==> config.mk <==
export PLATFORM = sky130hd
export DESIGN_NAME = mpu_attr_lookup
export DESIGN_NICKNAME = d
export VERILOG_FILES = /design/src/rtl/mpu_pkg.sv /design/src/rtl/mpu_region_file.sv /design/src/rtl/mpu_region_match.sv /design/src/rtl/mpu_winner_pick.sv /design/src/rtl/mpu_attr_lookup.sv
export SDC_FILE = /design/constraint.sdc
export NUM_CORES = 2
export LEC_CHECK = 0
export BUFFER_PORTS_ARGS = -buffer_cell sky130_fd_sc_hd__buf_2
export CAP_MARGIN = 15
export CORE_ASPECT_RATIO = 1.5
export CORE_UTILIZATION = 30
export DETAILED_ROUTE_END_ITERATION = 10
export GPL_ROUTABILITY_DRIVEN = 1
export PLACE_DENSITY_LB_ADDON = 0.08
export REMOVE_ABC_BUFFERS = 1
export SKIP_CTS_REPAIR_TIMING = 1
export SYNTH_ARGS = -nofsm -noshare
export SYNTH_HDL_FRONTEND = slang
export SYNTH_SLANG_ARGS = --single-unit
==> constraint.sdc <==
create_clock -name clk -period 7.5 [get_ports clk]
set_input_delay 0 -clock clk [delete_from_list [all_inputs] [get_ports clk]]
set_output_delay 0 -clock clk [all_outputs]
set_load 0.02 [all_outputs]
==> src/rtl/mpu_pkg.sv <==
package mpu_pkg;

    localparam int ADDR_W     = 32;
    localparam int SUBREGIONS = 8;
    localparam int SRD_W      = SUBREGIONS;
    localparam int SUB_BITS   = $clog2(SUBREGIONS);
    localparam int SIZE_W     = 6;
    localparam int SIZE_MIN   = 5;
    localparam int SIZE_MAX   = ADDR_W;

    localparam logic [ADDR_W-1:0] PERIPH_START = 32'hFC00_0000;

    typedef enum logic [1:0] {
        MT_NORMAL = 2'd0,
        MT_DEVICE = 2'd1,
        MT_STRONG = 2'd2
    } mem_type_e;

    typedef enum logic [1:0] {
        AK_FETCH = 2'd0,
        AK_READ  = 2'd1,
        AK_WRITE = 2'd2,
        AK_RSVD  = 2'd3
    } acc_kind_e;

    typedef enum logic [2:0] {
        AP_NONE    = 3'd0,
        AP_PRW     = 3'd1,
        AP_PRW_URO = 3'd2,
        AP_FULL    = 3'd3,
        AP_RSV4    = 3'd4,
        AP_PRO     = 3'd5,
        AP_ALLRO   = 3'd6,
        AP_RSV7    = 3'd7
    } perm_e;

    typedef struct packed {
        logic [ADDR_W-1:0] base;
        logic [SIZE_W-1:0] size;
        logic              en;
        logic [SRD_W-1:0]  srd;
        perm_e             ap;
        logic              xn;
        mem_type_e         mtype;
    } region_t;

    // Keep the size code inside the legal window
    function automatic logic [SIZE_W-1:0] clamp_size(input logic [SIZE_W-1:0] s);
        if (s < SIZE_W'(SIZE_MIN))      return SIZE_W'(SIZE_MIN);
        else if (s > SIZE_W'(SIZE_MAX)) return SIZE_W'(SIZE_MAX);
        else                            return s;
    endfunction

    // The spare type code folds onto strongly-ordered
    function automatic mem_type_e fix_type(input logic [1:0] t);
        if (t == 2'd3) return MT_STRONG;
        else           return mem_type_e'(t);
    endfunction

    function automatic logic can_read(input perm_e ap, input logic priv);
        case (ap)
            AP_PRW, AP_PRO:                 return priv;
            AP_PRW_URO, AP_FULL, AP_ALLRO:  return 1'b1;
            default:                        return 1'b0;
        endcase
    endfunction

    function automatic logic can_write(input perm_e ap, input logic priv);
        case (ap)
            AP_PRW, AP_PRW_URO: return priv;
            AP_FULL:            return 1'b1;
            default:            return 1'b0;
        endcase
    endfunction

    // Fixed map used when protection is off or nothing matches
    function automatic mem_type_e default_type(input logic [ADDR_W-1:0] a);
        if (a >= PERIPH_START) return MT_STRONG;
        else                   return MT_NORMAL;
    endfunction

endpackage

==> src/rtl/mpu_region_file.sv <==
module mpu_region_file
    import mpu_pkg::*;
#(
    parameter int NUM_REGIONS = 12,
    localparam int IDX_W = $clog2(NUM_REGIONS)
) (
    input  logic                        clk,
    input  logic                        rst,
    input  logic                        wr_en,
    input  logic [IDX_W-1:0]            wr_idx,
    input  region_t                     wr_desc,
    output region_t [NUM_REGIONS-1:0]   regions
);

    region_t [NUM_REGIONS-1:0] slot_q;

    always_ff @(posedge clk) begin
        if (rst) begin
            for (int i = 0; i < NUM_REGIONS; i++) begin
                slot_q[i] <= '0;
            end
        end else if (wr_en) begin
            for (int i = 0; i < NUM_REGIONS; i++) begin
                if (32'(wr_idx) == i) begin
                    slot_q[i].base  <= wr_desc.base;
                    slot_q[i].size  <= clamp_size(wr_desc.size);
                    slot_q[i].en    <= wr_desc.en;
                    slot_q[i].srd   <= wr_desc.srd;
                    slot_q[i].ap    <= wr_desc.ap;
                    slot_q[i].xn    <= wr_desc.xn;
                    slot_q[i].mtype <= wr_desc.mtype;
                end
            end
        end
    end

    assign regions = slot_q;

endmodule

==> src/rtl/mpu_region_match.sv <==
module mpu_region_match
    import mpu_pkg::*;
(
    input  logic [ADDR_W-1:0] base,
    input  logic [SIZE_W-1:0] size,
    input  logic              en,
    input  logic [SRD_W-1:0]  srd,
    input  logic [ADDR_W-1:0] addr,
    output logic              hit
);

    logic [ADDR_W-1:0]   keep_mask;
    logic [SUB_BITS-1:0] sub_idx;
    logic                span_hit;

    always_comb begin
        if (size >= SIZE_W'(ADDR_W)) keep_mask = '0;
        else                         keep_mask = {ADDR_W{1'b1}} << size;
        // The subregion number sits just under the compared bits
        sub_idx  = SUB_BITS'(addr >> (size - SIZE_W'(SUB_BITS)));
        span_hit = ((addr ^ base) & keep_mask) == '0;
        hit      = en && span_hit && !srd[sub_idx];
    end

endmodule

==> src/rtl/mpu_winner_pick.sv <==
module mpu_winner_pick #(
    parameter int NUM_REGIONS = 12,
    localparam int IDX_W = $clog2(NUM_REGIONS)
) (
    input  logic [NUM_REGIONS-1:0] hits,
    output logic                   any_hit,
    output logic [IDX_W-1:0]       win_idx
);

    // Ascending scan: a later (higher) hit overrides an earlier one
    always_comb begin
        any_hit = 1'b0;
        win_idx = '0;
        for (int i = 0; i < NUM_REGIONS; i++) begin
            if (hits[i]) begin
                any_hit = 1'b1;
                win_idx = IDX_W'(i);
            end
        end
    end

endmodule

==> src/rtl/mpu_attr_lookup.sv <==
module mpu_attr_lookup
    import mpu_pkg::*;
#(
    parameter int NUM_REGIONS = 12,
    localparam int IDX_W = $clog2(NUM_REGIONS)
) (
    input  logic                 clk,
    input  logic                 rst,
    input  logic                 mpu_on,
    input  logic                 cfg_we,
    input  logic [IDX_W-1:0]     cfg_idx,
    input  logic [ADDR_W-1:0]    cfg_base,
    input  logic [SIZE_W-1:0]    cfg_size,
    input  logic                 cfg_en,
    input  logic [SRD_W-1:0]     cfg_srd,
    input  logic [2:0]           cfg_ap,
    input  logic                 cfg_xn,
    input  logic [1:0]           cfg_type,
    input  logic                 req_valid,
    input  logic [ADDR_W-1:0]    req_addr,
    input  logic [1:0]           req_kind,
    input  logic                 req_priv,
    output logic                 rsp_valid,
    output logic [1:0]           rsp_type,
    output logic                 rsp_perm_fault,
    output logic                 rsp_bg_fault
);

    region_t                    wr_desc;
    region_t [NUM_REGIONS-1:0]  regions;
    logic    [NUM_REGIONS-1:0]  hits;
    logic                       any_hit;
    logic    [IDX_W-1:0]        win_idx;
    region_t                    win;
    acc_kind_e                  kind;

    mem_type_e nxt_type, type_q;
    logic      nxt_pf, nxt_bg;

    always_comb begin
        wr_desc.base  = cfg_base;
        wr_desc.size  = cfg_size;
        wr_desc.en    = cfg_en;
        wr_desc.srd   = cfg_srd;
        wr_desc.ap    = perm_e'(cfg_ap);
        wr_desc.xn    = cfg_xn;
        wr_desc.mtype = fix_type(cfg_type);
    end

    mpu_region_file #(.NUM_REGIONS(NUM_REGIONS)) u_file (
        .clk     (clk),
        .rst     (rst),
        .wr_en   (cfg_we),
        .wr_idx  (cfg_idx),
        .wr_desc (wr_desc),
        .regions (regions)
    );

    for (genvar g = 0; g < NUM_REGIONS; g++) begin : g_match
        mpu_region_match u_match (
            .base (regions[g].base),
            .size (regions[g].size),
            .en   (regions[g].en),
            .srd  (regions[g].srd),
            .addr (req_addr),
            .hit  (hits[g])
        );
    end

    mpu_winner_pick #(.NUM_REGIONS(NUM_REGIONS)) u_pick (
        .hits    (hits),
        .any_hit (any_hit),
        .win_idx (win_idx)
    );

    assign win  = regions[win_idx];
    assign kind = acc_kind_e'(req_kind);

    always_comb begin
        nxt_type = default_type(req_addr);
        nxt_pf   = 1'b0;
        nxt_bg   = 1'b0;
        if (mpu_on) begin
            if (!any_hit) begin
                nxt_bg = 1'b1;
            end else begin
                nxt_type = win.mtype;
                case (kind)
                    AK_FETCH: nxt_pf = win.xn || (win.mtype != MT_NORMAL)
                                       || !can_read(win.ap, req_priv);
                    AK_WRITE: nxt_pf = !can_write(win.ap, req_priv);
                    default:  nxt_pf = !can_read(win.ap, req_priv);
                endcase
            end
        end
    end

    always_ff @(posedge clk) begin
        if (rst) begin
            rsp_valid      <= 1'b0;
            type_q         <= MT_NORMAL;
            rsp_perm_fault <= 1'b0;
            rsp_bg_fault   <= 1'b0;
        end else begin
            rsp_valid <= req_valid;
            if (req_valid) begin
                type_q         <= nxt_type;
                rsp_perm_fault <= nxt_pf;
                rsp_bg_fault   <= nxt_bg;
            end
        end
    end

    assign rsp_type = type_q;

endmodule

### Word-level counts from Yosys, hierarchy flattened

Cells that the tools add are included.

* add/sub/neg operators: 12
* $lt $le $gt $ge: 28
* eq/ne operators: 18
* shift operators: 24
* muxes and demuxes: 83
* bitwise logic cells: 24
* reductions and logical operators: 72

Operators by type and width (number)
* $and 32x32->32: 12
* $logic_not 32->1: 12
* $mux 32: 12
* $shl 32x6->32 const A: 12
* $shr 32x6->3: 12
* $xor 32x32->32: 12
* $bmux 53 s4: 1
* $ge 6x6->1 const B: 12
* $sub 6x2->6 const B: 12
* $lt 3x4->1 const B: 12
* $mux 1: 38
* $bmux 1 s3: 12
* $ge 32x32->1 const B: 1
* $logic_and 1x1->1: 24
* $reduce_and 2->1: 12
* $mux 6: 3
* $eq 4x3->1 const B: 4
* $eq 4x4->1 const B: 4
* $mux 4: 4
* $logic_not 1->1: 15
* $mux 2: 6
* $mux 3: 4
* $eq 4x2->1 const B: 2
* $eq 3x2->1 const B: 2
* 14 further kinds: 21

* register bits after elaboration: 641
* input port bits: 97
* output and inout bits: 5
* logic and storage cells: 349

### Longest topological paths before layout

* word-level depth: 30
* gate-level depth with buffers: 27
* mapped depth without buffers: 20

### Modules after synthesis

A second synthesis with hierarchy kept.

* cell total of the unflattened synthesis: 5057
* area total of the unflattened synthesis: 44353.8 um^2

By module, submodules not included
* mpu_region_file: instances 1, cells an instance 3007, area an instance 24726.2 um^2, seq. area each 12732.2 um^2
* mpu_region_match (g_match[10].u_match ...): instances 10, cells an instance 160, area an instance 1549.0 um^2, seq. area each 0.0 um^2
* mpu_region_match (g_match[9].u_match): instances 1, cells an instance 183, area an instance 1592.8 um^2, seq. area each 0.0 um^2
* mpu_region_match (g_match[0].u_match): instances 1, cells an instance 155, area an instance 1503.9 um^2, seq. area each 0.0 um^2
* mpu_attr_lookup: instances 1, cells an instance 92, area an instance 934.6 um^2, seq. area each 100.1 um^2
* mpu_winner_pick: instances 1, cells an instance 20, area an instance 106.4 um^2, seq. area each 0.0 um^2

### Worst setup path after synthesis

OpenSTA, ideal clock, no wires.

* kind: register to register
* start point: register, netlist name u_file.regions[545]
* end point: register rsp_perm_fault
* library setup time: 0.128 ns
* data arrival time: 5.733 ns
* required time: 7.372 ns
* setup slack: 1.639 ns
* cell stages (with the launch flop): 22
* path buffers: 4
* clock period less this slack: 5.861 ns
* cells stage by stage: dfxtp_1 buf_2 buf_4 clkinv_1 ha_1 buf_4 mux4_2 mux4_2 o211ai_2 mux2_1 o32a_1 a211o_1 a21boi_2 o21ai_1 and2_4 buf_8 mux2_2 a222oi_1 nor4bb_4 o31ai_1 a2111oi_1 o41ai_1

* cells in the longest elaborated chain, start to end: 21
* elaborated cells on any way between the ends: 46
* classes of those cells: 1 x add/sub; 1 x order compare; 5 x eq/ne; 2 x shift; 23 x mux; 1 x bitwise; 13 x reduce/logical

RTL lines
* $sub 6x2->6, or another cell as far along: RTL line mpu_region_match.sv:20 `sub_idx = SUB_BITS'(addr >> (size - SIZE_W'(SUB_BITS)));`
* $shr 32x6->3 / $mux 32 (equally long branches): RTL line mpu_region_match.sv:20, mpu_region_match.sv:17
* $bmux 1 s3 / $and 32x32->32 (equally long branches): RTL line mpu_region_match.sv:22, mpu_region_match.sv:21
* $mux 1 (not written as such) / $logic_not 32->1 (equally long branches): RTL line mpu_region_match.sv:22, mpu_region_match.sv:21
* $logic_not 1->1 / $logic_and 1x1->1 (equally long branches): RTL line mpu_region_match.sv:22 `hit = en && span_hit && !srd[sub_idx];`
* $logic_and 1x1->1 (*): RTL line mpu_region_match.sv:22
* $mux 4 (2 in a row): RTL line mpu_winner_pick.sv:15 `if (hits[i]) begin`
* $bmux 53 s4: RTL line mpu_attr_lookup.sv:76 `assign win = regions[win_idx];`
* [... 4 more ...]
* $mux 1: RTL line mpu_attr_lookup.sv:88 `case (kind)`
* $mux 1: RTL line mpu_attr_lookup.sv:84 `if (!any_hit) begin`
* $mux 1: RTL line mpu_attr_lookup.sv:83 `if (mpu_on) begin`
* $logic_not 1->1: RTL line mpu_attr_lookup.sv:90 `|| !can_read(win.ap, req_priv);`
* $logic_or 1x1->1: RTL line mpu_attr_lookup.sv:90
* $pmux 1 s2: RTL line mpu_attr_lookup.sv:88
* $mux 1 (*): RTL line mpu_attr_lookup.sv:84
* $mux 1 (*): RTL line mpu_attr_lookup.sv:83
* end signal: assignment: RTL line mpu_attr_lookup.sv:108 `rsp_perm_fault <= nxt_pf;`
* end: declaration: RTL line mpu_attr_lookup.sv:25 `output logic rsp_perm_fault,`

Mark *: on every way between the ends. The rest lies on a longest branch, timed or not. The select of a mux whose other input is x is not followed.
A chain may end at the register's enable or synchronous reset.

### Worst setup path after layout

* start point: register, netlist name u_file.regions[281]
* end point: register rsp_perm_fault

* cells in the longest elaborated chain, start to end: 26
* elaborated cells on any way between the ends: 56
* classes of those cells: 1 x add/sub; 1 x order compare; 5 x eq/ne; 2 x shift; 33 x mux; 1 x bitwise; 13 x reduce/logical

RTL lines (RTL line)
* $sub 6x2->6, or another cell as far along: mpu_region_match.sv:20
* $shr 32x6->3 / $mux 32 (equally long branches): mpu_region_match.sv:20, mpu_region_match.sv:17
* $bmux 1 s3 / $and 32x32->32 (equally long branches): mpu_region_match.sv:22, mpu_region_match.sv:21
* $mux 1 (not written as such) / $logic_not 32->1 (equally long branches): mpu_region_match.sv:22, mpu_region_match.sv:21
* $logic_not 1->1 / $logic_and 1x1->1 (equally long branches): mpu_region_match.sv:22
* $logic_and 1x1->1 (*): mpu_region_match.sv:22
* $mux 3 (3 in a row): mpu_winner_pick.sv:15
* $mux 4 (4 in a row): mpu_winner_pick.sv:15
* [... 5 more ...]
* $mux 1: mpu_attr_lookup.sv:88
* $mux 1: mpu_attr_lookup.sv:84
* $mux 1: mpu_attr_lookup.sv:83
* $logic_not 1->1: mpu_attr_lookup.sv:90
* $logic_or 1x1->1: mpu_attr_lookup.sv:90
* $pmux 1 s2: mpu_attr_lookup.sv:88
* $mux 1 (*): mpu_attr_lookup.sv:84
* $mux 1 (*): mpu_attr_lookup.sv:83

Marked as above.

==> metrics <==
status finished, violations left; failing checks negative hold slack; CTS Sinks 641; clk_skew 0.03360 ns; CP Launch Type flop; worst-skew pair later-pin latency 0.70 ns; vias 40050; crit path time final 7.188 ns; Reg clk slew, reported paths 0.06 ns; CP Cell Sequence ha_1, inv_1, ha_2, mux4_2, o21ai_0, a2111oi_0, o41ai_1, o311ai_1, o221a_1, a211oi_1, o21ai_1, o2111ai_1, and2_4, mux2_2, a222oi_1, nor4bb_4, o31ai_1, a2111oi_1, o41ai_1; drc violations 0; most used cell, CP o41ai_1; Die H 462.1 um; Placeable Area 139800 um^2; Setup crit end kind flop; Final setup viols 0; largest net degree at the start of global routing 153; area growth from synthesis to layout 12.90%; register area share after synthesis 30.31%; Mapped Area 42330 um^2; vias in the first global route 38110; NetSw 2.629 mW; die width 308.7 um; die area 142700 um^2; Rows 168; Worst path max stage delay 0.75 ns; Max Cap Viol 0; Post-DP HPWL 134100 um; RSZ-0062 raised after global routing no; Worst path top cell family by delay compound AO/OA/AOI/OAI gates; Yosys cell types 107; share of layout cells above drive strength 1 14.72%; required time worst endpoint 8.04 ns; top post-synthesis cells by count nand2_1 (1412), a21oi_1 (787), dfxtp_1 (641), clkbuf_1 (409), mux4_2 (271); Mapped Avg Cell Area 8.090 um^2; Final Cell Area 47790 um^2; Starting Density 30.29%; CTS H-tree depth 3; peak supply drop 0.1926 mV; GRT Total Usage 29.59%; Layout Nets 5226; critical path's slowest cell a211oi_1; initial antenna violation count 13; hold_ws -0.03785 ns; setup TNS 0 ns; final core utilization 34.19%; DRT Pass-1 Iters 7; Int Power 6.422 mW; root buf cell clkbuf_16; routed wire length per instance 30.68 um; slew margin rel. 21.67%; final worst path period share 95.83%; PD cells 189.4 nW/um^2; Worst Path Class, Setup flop to flop; part of the power in combinational logic 13.9%; yosys warns 0; Worst-Margin Slew 1.162 ns; placed cell area 44450 um^2; area leader, netlist dfxtp_1; CTS Buf Count 77; Switching Share 29.05%; number of synthesized flops with an enable pin 0; Ports 102; top-count cell post-synth nand2_1; total gr overflow 0; sequential power share 38.5%; asr flop ratio synth 0%; first-pass GRT wire length 299600 um; Final Wtd Congestion 0.8776; Critical path buffers and inverters 1; clk buf depth 3; Post-DRT Antenna Nets 0; leakage 15.67 nW; vias per inst 5.709; CTS tree built; Clk pwr share 47.7%; Yosys top cell area share 30.31%; Top FF cell, synth dfxtp_1; IO Port Bufs 101; synthesis-stage register bit count 641; max-slew violation count 0; DRT iter0 DRCs 4227; Worst Path Max Fanout 26; HP Class input port to flop; Syn Inst Count 5233; Critical Path AT 7.73 ns; Hold Vio Cnt, Final 3; Area contributors post-synth dfxtp_1 (30%), mux4_2 (14%), nand2_1 (13%); Peak Freq 0.1391 GHz; DRT Wirelength 215200 um
-- power by group through the flow --
stage	Combinational, mW	Sequential [mW]	Clock [mW]
after detailed placement	1.22	3.56	0
after CTS	1.22	3.48	4.40
after global placement	1.22	3.56	0
final	1.25	3.48	4.31
after floorplan	0.465	3.55	0
after global routing	1.29	3.49	4.51
-- flip-flops by register name, indices dropped and copies added (netlist names) --
| name | count |
|---|---|
| rsp_bg_fault | 1 |
| rsp_perm_fault | 1 |
| rsp_valid | 1 |
| u_file.regions | 636 |
| rsp_type | 2 |
-- placed cells by master, fill, tap and decap left out, types with 17 or more instances in the layout --
cell,Yosys,final
dfxtp_1,641,641
o21ai_0,128,128
xnor2_1,199,199
mux2_2,23,23
buf_4,8,151
nor2b_1,44,42
nand2_1,1412,1406
nor3_1,34,31
inv_1,81,81
nor2_1,121,110
a2111oi_0,17,17
clkbuf_8,0,20
o22ai_1,31,31
a21oi_1,787,787
a31oi_1,51,51
a211oi_1,30,30
nand3_1,54,51
a22oi_1,20,20
nand2b_1,24,24
mux4_2,271,271
dlygate4sd3_1,0,48
nor4_1,21,21
mux2i_1,142,142
xor2_1,204,204
clkbuf_16,0,81
buf_2,85,97
ha_1,51,49
-- worst reg2reg max path, stage by stage, from the launching register on --
cell	delay, ns
dfxtp_1	0.55
ha_1	0.36
inv_1	0.08
ha_2	0.62
mux4_2	0.42
o21ai_0	0.10
a2111oi_0	0.14
o41ai_1	0.55
o311ai_1	0.30
o221a_1	0.32
a211oi_1	0.75
o21ai_1	0.33
o2111ai_1	0.31
and2_4	0.45
mux2_2	0.40
a222oi_1	0.35
nor4bb_4	0.37
o31ai_1	0.11
a2111oi_1	0.40
o41ai_1	0.12
-- through the flow --
step	hold WS (ns)	instances	power (mW)	setup WS [ns]
4_1_cts	-0.4070	6964	9.107	0.3387
3_3_place_gp	0.3241	6820	4.780	0.4024
3_5_place_dp	0.3328	6821	4.778	0.4085
2_1_floorplan	0.06669	4688	4.017	0.8375
6_report	-0.03785	7016	9.051	0.3124
5_1_grt	0.0007375	7013	9.286	0.04116
-- kinds of logic (layout without fill, tap and decap cells) --
kind of cell             count (synthesis)  after routing  share of synthesized area, %
other                                    0              4                             0
AO/OA/AOI/OAI                         1260           1260                         17.48
AND/OR/NAND/NOR                       1806           1806                         17.67
XOR/XNOR                               404            404                         8.376
adder cells (fa/ha/maj)                 54             54                         1.578
flip-flops                             641            641                         30.31
buffers and inverters                  629            538                         6.115
multiplexers                           439            439                         18.47
-- cell type report --
type | count | area (um^2)
fillers | 14530 | 91990
repair buffers | 311 | 2379
well taps | 1870 | 2340
multi-input cells | 3963 | 27070
clock buffers | 111 | 2340
diodes | 4 | 10.01
flip-flops and latches | 641 | 12830
clock inverters | 32 | 509.2
inverters | 84 | 315.3
-- final timing paths --
| path | to | startpoint | cells after the start | slack, ns |
|---|---|---|---|---|
| min reg2reg | u_file.regions[480] | u_file.regions[480] | 2 | 0.45 |
| max | rsp_perm_fault | u_file.regions[281] | 19 | 0.31 |
| max reg2reg | rsp_perm_fault | u_file.regions[281] | 19 | 0.31 |
| min | rsp_perm_fault | req_kind[0] | 4 | -0.04 |
-- layer usage --
metal	part of all wire, %	track usage [%]	vias to the layer above
met2	47	49.05	1617
met5	0	0	-
met3	5.5	3.074	478
met1	40	36.51	20070
li1	-	-	17890
met4	7.0	18.92	0
Note: power is estimated with default switching activity, not from simulation.
